[src/rtl/mqsm_pkg.sv]
package mqsm_pkg;
  typedef enum logic {
    OP_ENQ = 1'b0,
    OP_DEQ = 1'b1
  } mq_op_e;

  localparam int NUM_MEMS = 2;
endpackage

[src/rtl/mqsm_seg_pool.sv]
module mqsm_seg_pool #(
  parameter int SEG_AW = 3,
  parameter bit MEM_ID = 1'b0,
  localparam int DEPTH = 1 << SEG_AW,
  localparam int PW = SEG_AW + 1
) (
  input  logic              clk,
  input  logic              rst_n,
  input  logic              alloc_en,
  input  logic              alloc_eop,
  output logic [SEG_AW-1:0] alloc_addr,
  output logic [SEG_AW:0]   free_cnt,
  input  logic              link_en,
  input  logic [SEG_AW-1:0] link_addr,
  input  logic [PW-1:0]     link_ptr,
  input  logic              rel_en,
  input  logic [SEG_AW-1:0] rel_addr,
  input  logic [SEG_AW-1:0] rd_addr,
  output logic [PW-1:0]     rd_ptr,
  output logic              rd_eop
);
  logic [PW-1:0]     nxt  [DEPTH];
  logic              eopf [DEPTH];
  logic [SEG_AW-1:0] fhead;
  logic [SEG_AW:0]   cnt;

  assign alloc_addr = fhead;
  assign free_cnt   = cnt;
  assign rd_ptr     = nxt[rd_addr];
  assign rd_eop     = eopf[rd_addr];

  always_ff @(posedge clk) begin
    if (!rst_n) begin
      for (int i = 0; i < DEPTH; i++) begin
        nxt[i]  <= {MEM_ID, SEG_AW'(i + 1)};
        eopf[i] <= 1'b0;
      end
      fhead <= '0;
      cnt   <= (SEG_AW+1)'(DEPTH);
    end else begin
      if (alloc_en) begin
        eopf[fhead] <= alloc_eop;
        fhead       <= nxt[fhead][SEG_AW-1:0];
        cnt         <= cnt - 1'b1;
      end
      if (link_en) begin
        nxt[link_addr] <= link_ptr;
      end
      if (rel_en) begin
        nxt[rel_addr] <= {MEM_ID, fhead};
        fhead         <= rel_addr;
        cnt           <= cnt + 1'b1;
      end
    end
  end

  // never allocate from an exhausted list
  a_r7_no_alloc_empty: assert property (@(posedge clk) disable iff (!rst_n)
    alloc_en |-> (cnt != '0));

  // the free count never exceeds the memory size
  a_r9_cnt_bound: assert property (@(posedge clk) disable iff (!rst_n)
    cnt <= (SEG_AW+1)'(DEPTH));

  // a released slot becomes the next one handed out
  a_r3_release_front: assert property (@(posedge clk) disable iff (!rst_n)
    rel_en |=> (alloc_addr == $past(rel_addr)));
endmodule

[src/rtl/mqsm_pick.sv]
module mqsm_pick #(
  parameter int SEG_AW = 3
) (
  input  logic [SEG_AW:0] cnt0,
  input  logic [SEG_AW:0] cnt1,
  output logic            tgt,
  output logic            none
);
  always_comb begin
    none = (cnt0 == '0) && (cnt1 == '0);
    tgt  = (cnt1 > cnt0);
  end
endmodule

[src/rtl/mqsm_qtab.sv]
module mqsm_qtab #(
  parameter int NQ = 4,
  parameter int SEG_AW = 3,
  localparam int QW = (NQ > 1) ? $clog2(NQ) : 1,
  localparam int PW = SEG_AW + 1
) (
  input  logic          clk,
  input  logic          rst_n,
  input  logic [QW-1:0] qid,
  output logic [PW-1:0] head,
  output logic [PW-1:0] tail,
  output logic          qvalid,
  input  logic          enq_en,
  input  logic [PW-1:0] enq_ptr,
  input  logic          deq_en,
  input  logic [PW-1:0] deq_next
);
  logic [PW-1:0] hd [NQ];
  logic [PW-1:0] tl [NQ];
  logic [NQ-1:0] qv;

  assign head   = hd[qid];
  assign tail   = tl[qid];
  assign qvalid = qv[qid];

  always_ff @(posedge clk) begin
    if (!rst_n) begin
      for (int i = 0; i < NQ; i++) begin
        hd[i] <= '0;
        tl[i] <= '0;
      end
      qv <= '0;
    end else begin
      if (enq_en) begin
        tl[qid] <= enq_ptr;
        if (!qv[qid]) begin
          hd[qid] <= enq_ptr;
          qv[qid] <= 1'b1;
        end
      end
      if (deq_en) begin
        if (hd[qid] == tl[qid]) qv[qid] <= 1'b0;
        else                    hd[qid] <= deq_next;
      end
    end
  end

  // an enqueue always leaves its queue non-empty with the new tail
  a_r4_enq_tail: assert property (@(posedge clk) disable iff (!rst_n)
    enq_en |=> (qv[$past(qid)] && tl[$past(qid)] == $past(enq_ptr)));
endmodule

[src/rtl/mq_seg_mgr.sv]
module mq_seg_mgr
  import mqsm_pkg::*;
#(
  parameter int NQ = 4,
  parameter int SEG_AW = 3,
  localparam int QW = (NQ > 1) ? $clog2(NQ) : 1,
  localparam int PW = SEG_AW + 1
) (
  input  logic              clk,
  input  logic              rst_n,
  input  logic              cmd_valid,
  output logic              cmd_ready,
  input  logic              cmd_op,
  input  logic [QW-1:0]     cmd_qid,
  input  logic              cmd_eop,
  output logic              rsp_valid,
  input  logic              rsp_ready,
  output logic              rsp_err,
  output logic              rsp_mem,
  output logic [SEG_AW-1:0] rsp_addr,
  output logic              rsp_eop
);
  logic [SEG_AW:0]   fcnt   [NUM_MEMS];
  logic [SEG_AW-1:0] fhead  [NUM_MEMS];
  logic [PW-1:0]     rdnext [NUM_MEMS];
  logic              rdeop  [NUM_MEMS];

  logic [PW-1:0] q_head, q_tail, new_ptr;
  logic          q_valid, tgt, none;
  logic          fire, is_enq, enq_ok, deq_ok;

  assign cmd_ready = !rsp_valid || rsp_ready;
  assign fire      = cmd_valid && cmd_ready;
  assign is_enq    = (mq_op_e'(cmd_op) == OP_ENQ);
  assign enq_ok    = fire && is_enq && !none;
  assign deq_ok    = fire && !is_enq && q_valid;
  assign new_ptr   = {tgt, fhead[tgt]};

  mqsm_pick #(.SEG_AW(SEG_AW)) pick_i (
    .cnt0(fcnt[0]), .cnt1(fcnt[1]), .tgt(tgt), .none(none)
  );

  mqsm_qtab #(.NQ(NQ), .SEG_AW(SEG_AW)) qtab_i (
    .clk(clk), .rst_n(rst_n), .qid(cmd_qid),
    .head(q_head), .tail(q_tail), .qvalid(q_valid),
    .enq_en(enq_ok), .enq_ptr(new_ptr),
    .deq_en(deq_ok), .deq_next(rdnext[q_head[SEG_AW]])
  );

  for (genvar g = 0; g < NUM_MEMS; g++) begin : g_pool
    mqsm_seg_pool #(.SEG_AW(SEG_AW), .MEM_ID(g[0])) pool_i (
      .clk(clk), .rst_n(rst_n),
      .alloc_en(enq_ok && (tgt == g[0])),
      .alloc_eop(cmd_eop),
      .alloc_addr(fhead[g]),
      .free_cnt(fcnt[g]),
      .link_en(enq_ok && q_valid && (q_tail[SEG_AW] == g[0])),
      .link_addr(q_tail[SEG_AW-1:0]),
      .link_ptr(new_ptr),
      .rel_en(deq_ok && (q_head[SEG_AW] == g[0])),
      .rel_addr(q_head[SEG_AW-1:0]),
      .rd_addr(q_head[SEG_AW-1:0]),
      .rd_ptr(rdnext[g]),
      .rd_eop(rdeop[g])
    );
  end

  always_ff @(posedge clk) begin
    if (!rst_n) begin
      rsp_valid <= 1'b0;
      rsp_err   <= 1'b0;
      rsp_mem   <= 1'b0;
      rsp_addr  <= '0;
      rsp_eop   <= 1'b0;
    end else if (fire) begin
      rsp_valid <= 1'b1;
      if (enq_ok) begin
        rsp_err  <= 1'b0;
        rsp_mem  <= tgt;
        rsp_addr <= fhead[tgt];
        rsp_eop  <= cmd_eop;
      end else if (deq_ok) begin
        rsp_err  <= 1'b0;
        rsp_mem  <= q_head[SEG_AW];
        rsp_addr <= q_head[SEG_AW-1:0];
        rsp_eop  <= rdeop[q_head[SEG_AW]];
      end else begin
        rsp_err  <= 1'b1;
        rsp_mem  <= 1'b0;
        rsp_addr <= '0;
        rsp_eop  <= 1'b0;
      end
    end else if (rsp_ready) begin
      rsp_valid <= 1'b0;
    end
  end

  // a stalled response holds all its fields
  a_r8_hold: assert property (@(posedge clk) disable iff (!rst_n)
    (rsp_valid && !rsp_ready) |=>
      (rsp_valid && $stable({rsp_err, rsp_mem, rsp_addr, rsp_eop})));

  // a dequeue of an empty queue is answered with an error
  a_r6_empty_err: assert property (@(posedge clk) disable iff (!rst_n)
    (fire && !is_enq && !q_valid) |=> (rsp_valid && rsp_err));

  // the chosen memory never has the shorter free list
  a_r2_balance: assert property (@(posedge clk) disable iff (!rst_n)
    enq_ok |-> (fcnt[tgt] >= fcnt[!tgt]));
endmodule

[config.mk]
export PLATFORM = sky130hd
export DESIGN_NAME = mq_seg_mgr
export DESIGN_NICKNAME = d
export VERILOG_FILES = /design/src/rtl/mqsm_pkg.sv /design/src/rtl/mqsm_seg_pool.sv /design/src/rtl/mqsm_pick.sv /design/src/rtl/mqsm_qtab.sv /design/src/rtl/mq_seg_mgr.sv
export SDC_FILE = /design/constraint.sdc
export NUM_CORES = 1
export LEC_CHECK = 0
export CAP_MARGIN = 10
export CORE_MARGIN = 2
export CORE_UTILIZATION = 53
export CTS_CLUSTER_SIZE = 8
export DETAILED_ROUTE_END_ITERATION = 7
export GPL_ROUTABILITY_DRIVEN = 0
export GPL_TIMING_DRIVEN = 0
export HOLD_SLACK_MARGIN = 0.08
export PLACE_DENSITY = 0.78
export SLEW_MARGIN = 0
export SYNTH_ARGS = -nofsm -noshare
export SYNTH_HDL_FRONTEND = slang
export SYNTH_SLANG_ARGS = --single-unit
[constraint.sdc]
create_clock -name clk -period 3.4 [get_ports clk]
set_clock_uncertainty 0.15 [all_clocks]
set_input_delay 1.02 -clock clk [delete_from_list [all_inputs] [get_ports clk]]
set_output_delay 1.02 -clock clk [all_outputs]
set_load 0.01 [all_outputs]
==> results.py <==
metrics = {
    "worst_setup_path": {
        "rrSetupSlack_ns": 0.19,
        "crit_path_end_kind": "register",
        "path_buf_inv": 3,
        "path_max_fanout": 10,
        "critPathKind": "input pin to register",
        "regToRegEndpoint": "g_pool[1].pool_i.nxt[2][1]",
        "startpoint_type": "input pin",
        "cpPeakStageDelay_ns": 0.64,
        "arrival_ns": 3.51,
        "rr_startpoint": "g_pool[0].pool_i.free_cnt[2]",
        "path_delay_family": "multiplexers",
        "cp_cell_sequence": "buf_12 > mux4_2 > and4_4 > and2_1 > buf_6 > inv_2 > ha_1 > a21o_1 > a21oi_2 > nor3b_1 > a31oi_1 > xor2_1 > nand2_1",
        "crit_required_ns": 3.54,
        "r2r_cells": 8,
        "crit_slowest_cell": "mux4_2",
    },
    "power_and_ir_drop": {
        "finalPower_w": 0.00587,
        "peakVddDrop_mv": 0.361,
        "powerDensity_nw_per_um2": 670,
        "power.leakage_nw": 2.93,
    },
    "sta": {
        "finalCritPeriodShare": 0.991,
        "layout_min_cycle_time_ns": 3.37,
        "hold_violations": 0,
        "layout_setup_ws_ns": 0.0305,
        "tightest_slew_ns": 0.915,
        "drv_slew": 0,
        "timing.slew.headroom": 0.387,
        "rsz0062_at_grt": "no",
        "setup_violations": 0,
        "max_freq_mhz": 297,
    },
    "route": {
        "via_per_inst": 6.69,
        "first_iter_violations": 871,
        "num_vias": 6111,
        "wl_per_cell_um": 23.0,
        "first_pass_iters": 6,
        "drc": 0,
        "wirelength_mm": 21.1,
        "antenna_left": 0,
    },
    "global_route": {
        "grt_pass1_vias": 5895,
        "grt_use_total": 0.271,
        "grt_first_pass_wirelength_mm": 32.5,
        "grt-ovfl-total": 0,
        "antenna_found_initial": 0,
        "grt_max_degree": 17,
    },
    "run_status": {
        "outcome": "completed",
    },
    "cts": {
        "clock_latency_ns": 0.44,
        "ctsRootBufferMaster": "clkbuf_16",
        "cts_made_buffers": 17,
        "clockBufferDepth": 2,
        "htreeDepth": 4,
        "clkTransAtPathRegs_ns": 0.06,
        "clock_sinks": 143,
        "cts_tree": "done",
    },
    "synthesis": {
        "synth_flop_cell": "edfxtp_1",
        "synth_area_per_cell_um2": 11.2,
        "yosys-top-cells-count": "96 x edfxtp_1, 79 x nand2_1, 65 x nor2_1, 62 x mux2i_1, 47 x dfxtp_1",
        "syn_inst": 684,
        "netlist.area_leader.share": 0.375,
        "synth_seq_area_share": 0.498,
        "synth_edf_count": 96,
        "synthArstFlopShare": 0,
        "synth_top_area_cell": "edfxtp_1",
        "synthDistinctLibCells": 72,
        "synth_area_um2": 7680,
        "yosys.cell_count.top_type": "edfxtp_1",
        "yosysWarnings": 0,
        "synth.top_cells.by_area": "edfxtp_1 38%, dfxtp_1 12%, mux2i_1 8.1%",
        "syn_nets": 702,
        "ys_ff_latch": 143,
    },
    "cells_and_area": {
        "stdcell_count": 914,
        "nNetsFinal": 739,
        "diodes": 0,
        "multi_input_area_um2": 3640,
        "layout.area.seq_um2": 3820,
        "syn2layout_area_growth_pct": 14.2,
        "fillers": 1080,
        "drive_above_1_share": 0.155,
    },
    "worst_hold_path": {
        "hold_end": "rsp_mem",
        "hold_class": "register to register",
        "worstHoldPathCells": 2,
        "hold_path.startpoint": "rsp_mem",
    },
    "placement": {
        "dp_slack_ns": -0.808,
        "dp_hpwl_mm": 15.4,
        "port_buffers": 12,
        "dp_cells": 876,
    },
    "floorplanning": {
        "fp.dieW_um": 124,
        "initial_core_util": 0.547,
        "rows": 43,
        "die_h_um": 124,
        "die_area_um2": 15500,
        "ios": 16,
        "core_um2": 14000,
    },
    "run": {
        "maxCapViolations": 0,
    },
}
flip-flops by register name, indices dropped and copies added, names as in the netlist, named ones only:
signal,cells
g_pool.pool_i.free_cnt,8
g_pool.pool_i.nxt,64
rsp_valid,1
rsp_err,1
qtab_i.hd,16
qtab_i.qv,4
rsp_eop,1
rsp_addr,3
qtab_i.tl,16
rsp_mem,1
g_pool.pool_i.eopf,16
g_pool.pool_i.alloc_addr,6
cells by family (layout without fill, tap and decap cells):
family	Yosys count	count (layout)	share of synthesized area
xor gates and xnor gates	10	10	0.0114
muxes	93	93	0.160
AOI/OAI and AO/OA	118	118	0.115
DFF	143	143	0.498
adders and majority gates	10	10	0.0182
buffers and inverters	60	110	0.0376
and+or+nand+nor	250	250	0.160
cell usage in the layout (no fill, tap or decap), types with 7 or more instances in the layout:
master | netlist | final
edfxtp_1 | 96 | 96
clkbuf_16 | 0 | 20
mux4_2 | 21 | 21
nor2_1 | 65 | 64
nor3_1 | 18 | 16
o22ai_1 | 14 | 12
a22oi_1 | 11 | 11
ha_1 | 8 | 8
mux2i_1 | 62 | 61
buf_2 | 9 | 9
a211oi_1 | 10 | 10
nor2b_1 | 7 | 7
dfxtp_1 | 47 | 47
nor4_1 | 10 | 10
clkdlybuf4s50_1 | 0 | 11
xnor2_1 | 9 | 9
and2_1 | 11 | 11
a21oi_1 | 14 | 13
o21ai_0 | 14 | 10
buf_4 | 4 | 11
nand2_1 | 79 | 79
inv_1 | 14 | 13
clkbuf_1 | 26 | 27
nand2b_1 | 18 | 16
o21ai_1 | 4 | 8
worst reg2reg max path: cells and delay by family (launching register included):
family                     cells  cell delay (ns)
buffers and inverters          1             0.07
DFF                            1             0.40
adders and majority gates      1             0.32
AOI/OAI and AO/OA              2             0.54
muxes                          2             1.04
and+or+nand+nor                2             0.41
cell type report:
cell class,instances,share of cell area
multi-input combinational,481,0.415
sequential,143,0.436
timing repair buffer,19,0.0195
buffer,44,0.0271
inverter,15,0.00642
tap,180,0.0257
clock inverter,10,0.0120
clock buffer,22,0.0579
through the flow:
step | hold WS [ns] | util | setup TNS, ns | cell area [um2]
6_report | 0.310 | 0.624 | 0 | 8770
5_1_grt | 0.338 | 0.624 | 0 | 8770
4_1_cts | 0.317 | 0.618 | 0 | 8670
3_5_place_dp | 0.308 | 0.572 | -70.40 | 8040
3_3_place_gp | 0.298 | 0.572 | -61.11 | 8040
2_1_floorplan | 0.293 | - | -0.0664 | 7690
worst max path at each step:
stage | end | cells after the start | slack, ns | start
2_1_floorplan | g_pool[0].pool_i.free_cnt[3] | 11 | -0.03 | cmd_qid[0]
5_1_grt | g_pool[1].pool_i.free_cnt[3] | 13 | 0.01 | cmd_qid[0]
3_3_place_gp | g_pool[0].pool_i.free_cnt[3] | 12 | -0.78 | rsp_ready
4_1_cts | g_pool[1].pool_i.nxt[2][1] | 8 | 0.003 | g_pool[0].pool_i.free_cnt[2]
3_5_place_dp | g_pool[0].pool_i.free_cnt[3] | 12 | -0.81 | rsp_ready
6_report | g_pool[1].pool_i.free_cnt[3] | 13 | 0.03 | cmd_qid[0]
routing by layer:
layer | routed length, um | track usage | vias to the layer above | part of all wire
li1 | - | - | 2660 | -
met1 | 8110 | 0.350 | 2994 | 0.39
met2 | 10200 | 0.432 | 391 | 0.48
met3 | 2140 | 0.0756 | 66 | 0.10
met4 | 647 | 0.115 | 0 | 0.031
met5 | 0 | 0 | - | 0
repair_timing:
item / CTS / global route
pin swaps: 0 / 3
hold buffers: 0 / 0
resized for setup: 9 / 11
setup endpoints to repair: 66 / 56
setup buffers: 0 / 7
power by group:
part	internal, W	total [W]	switching, W
Sequential	0.00199	0.00212	0.000122
Clock	0.00120	0.00193	0.000725
Combinational	0.000656	0.00183	0.00118
(Power assumes the default switching activity.)
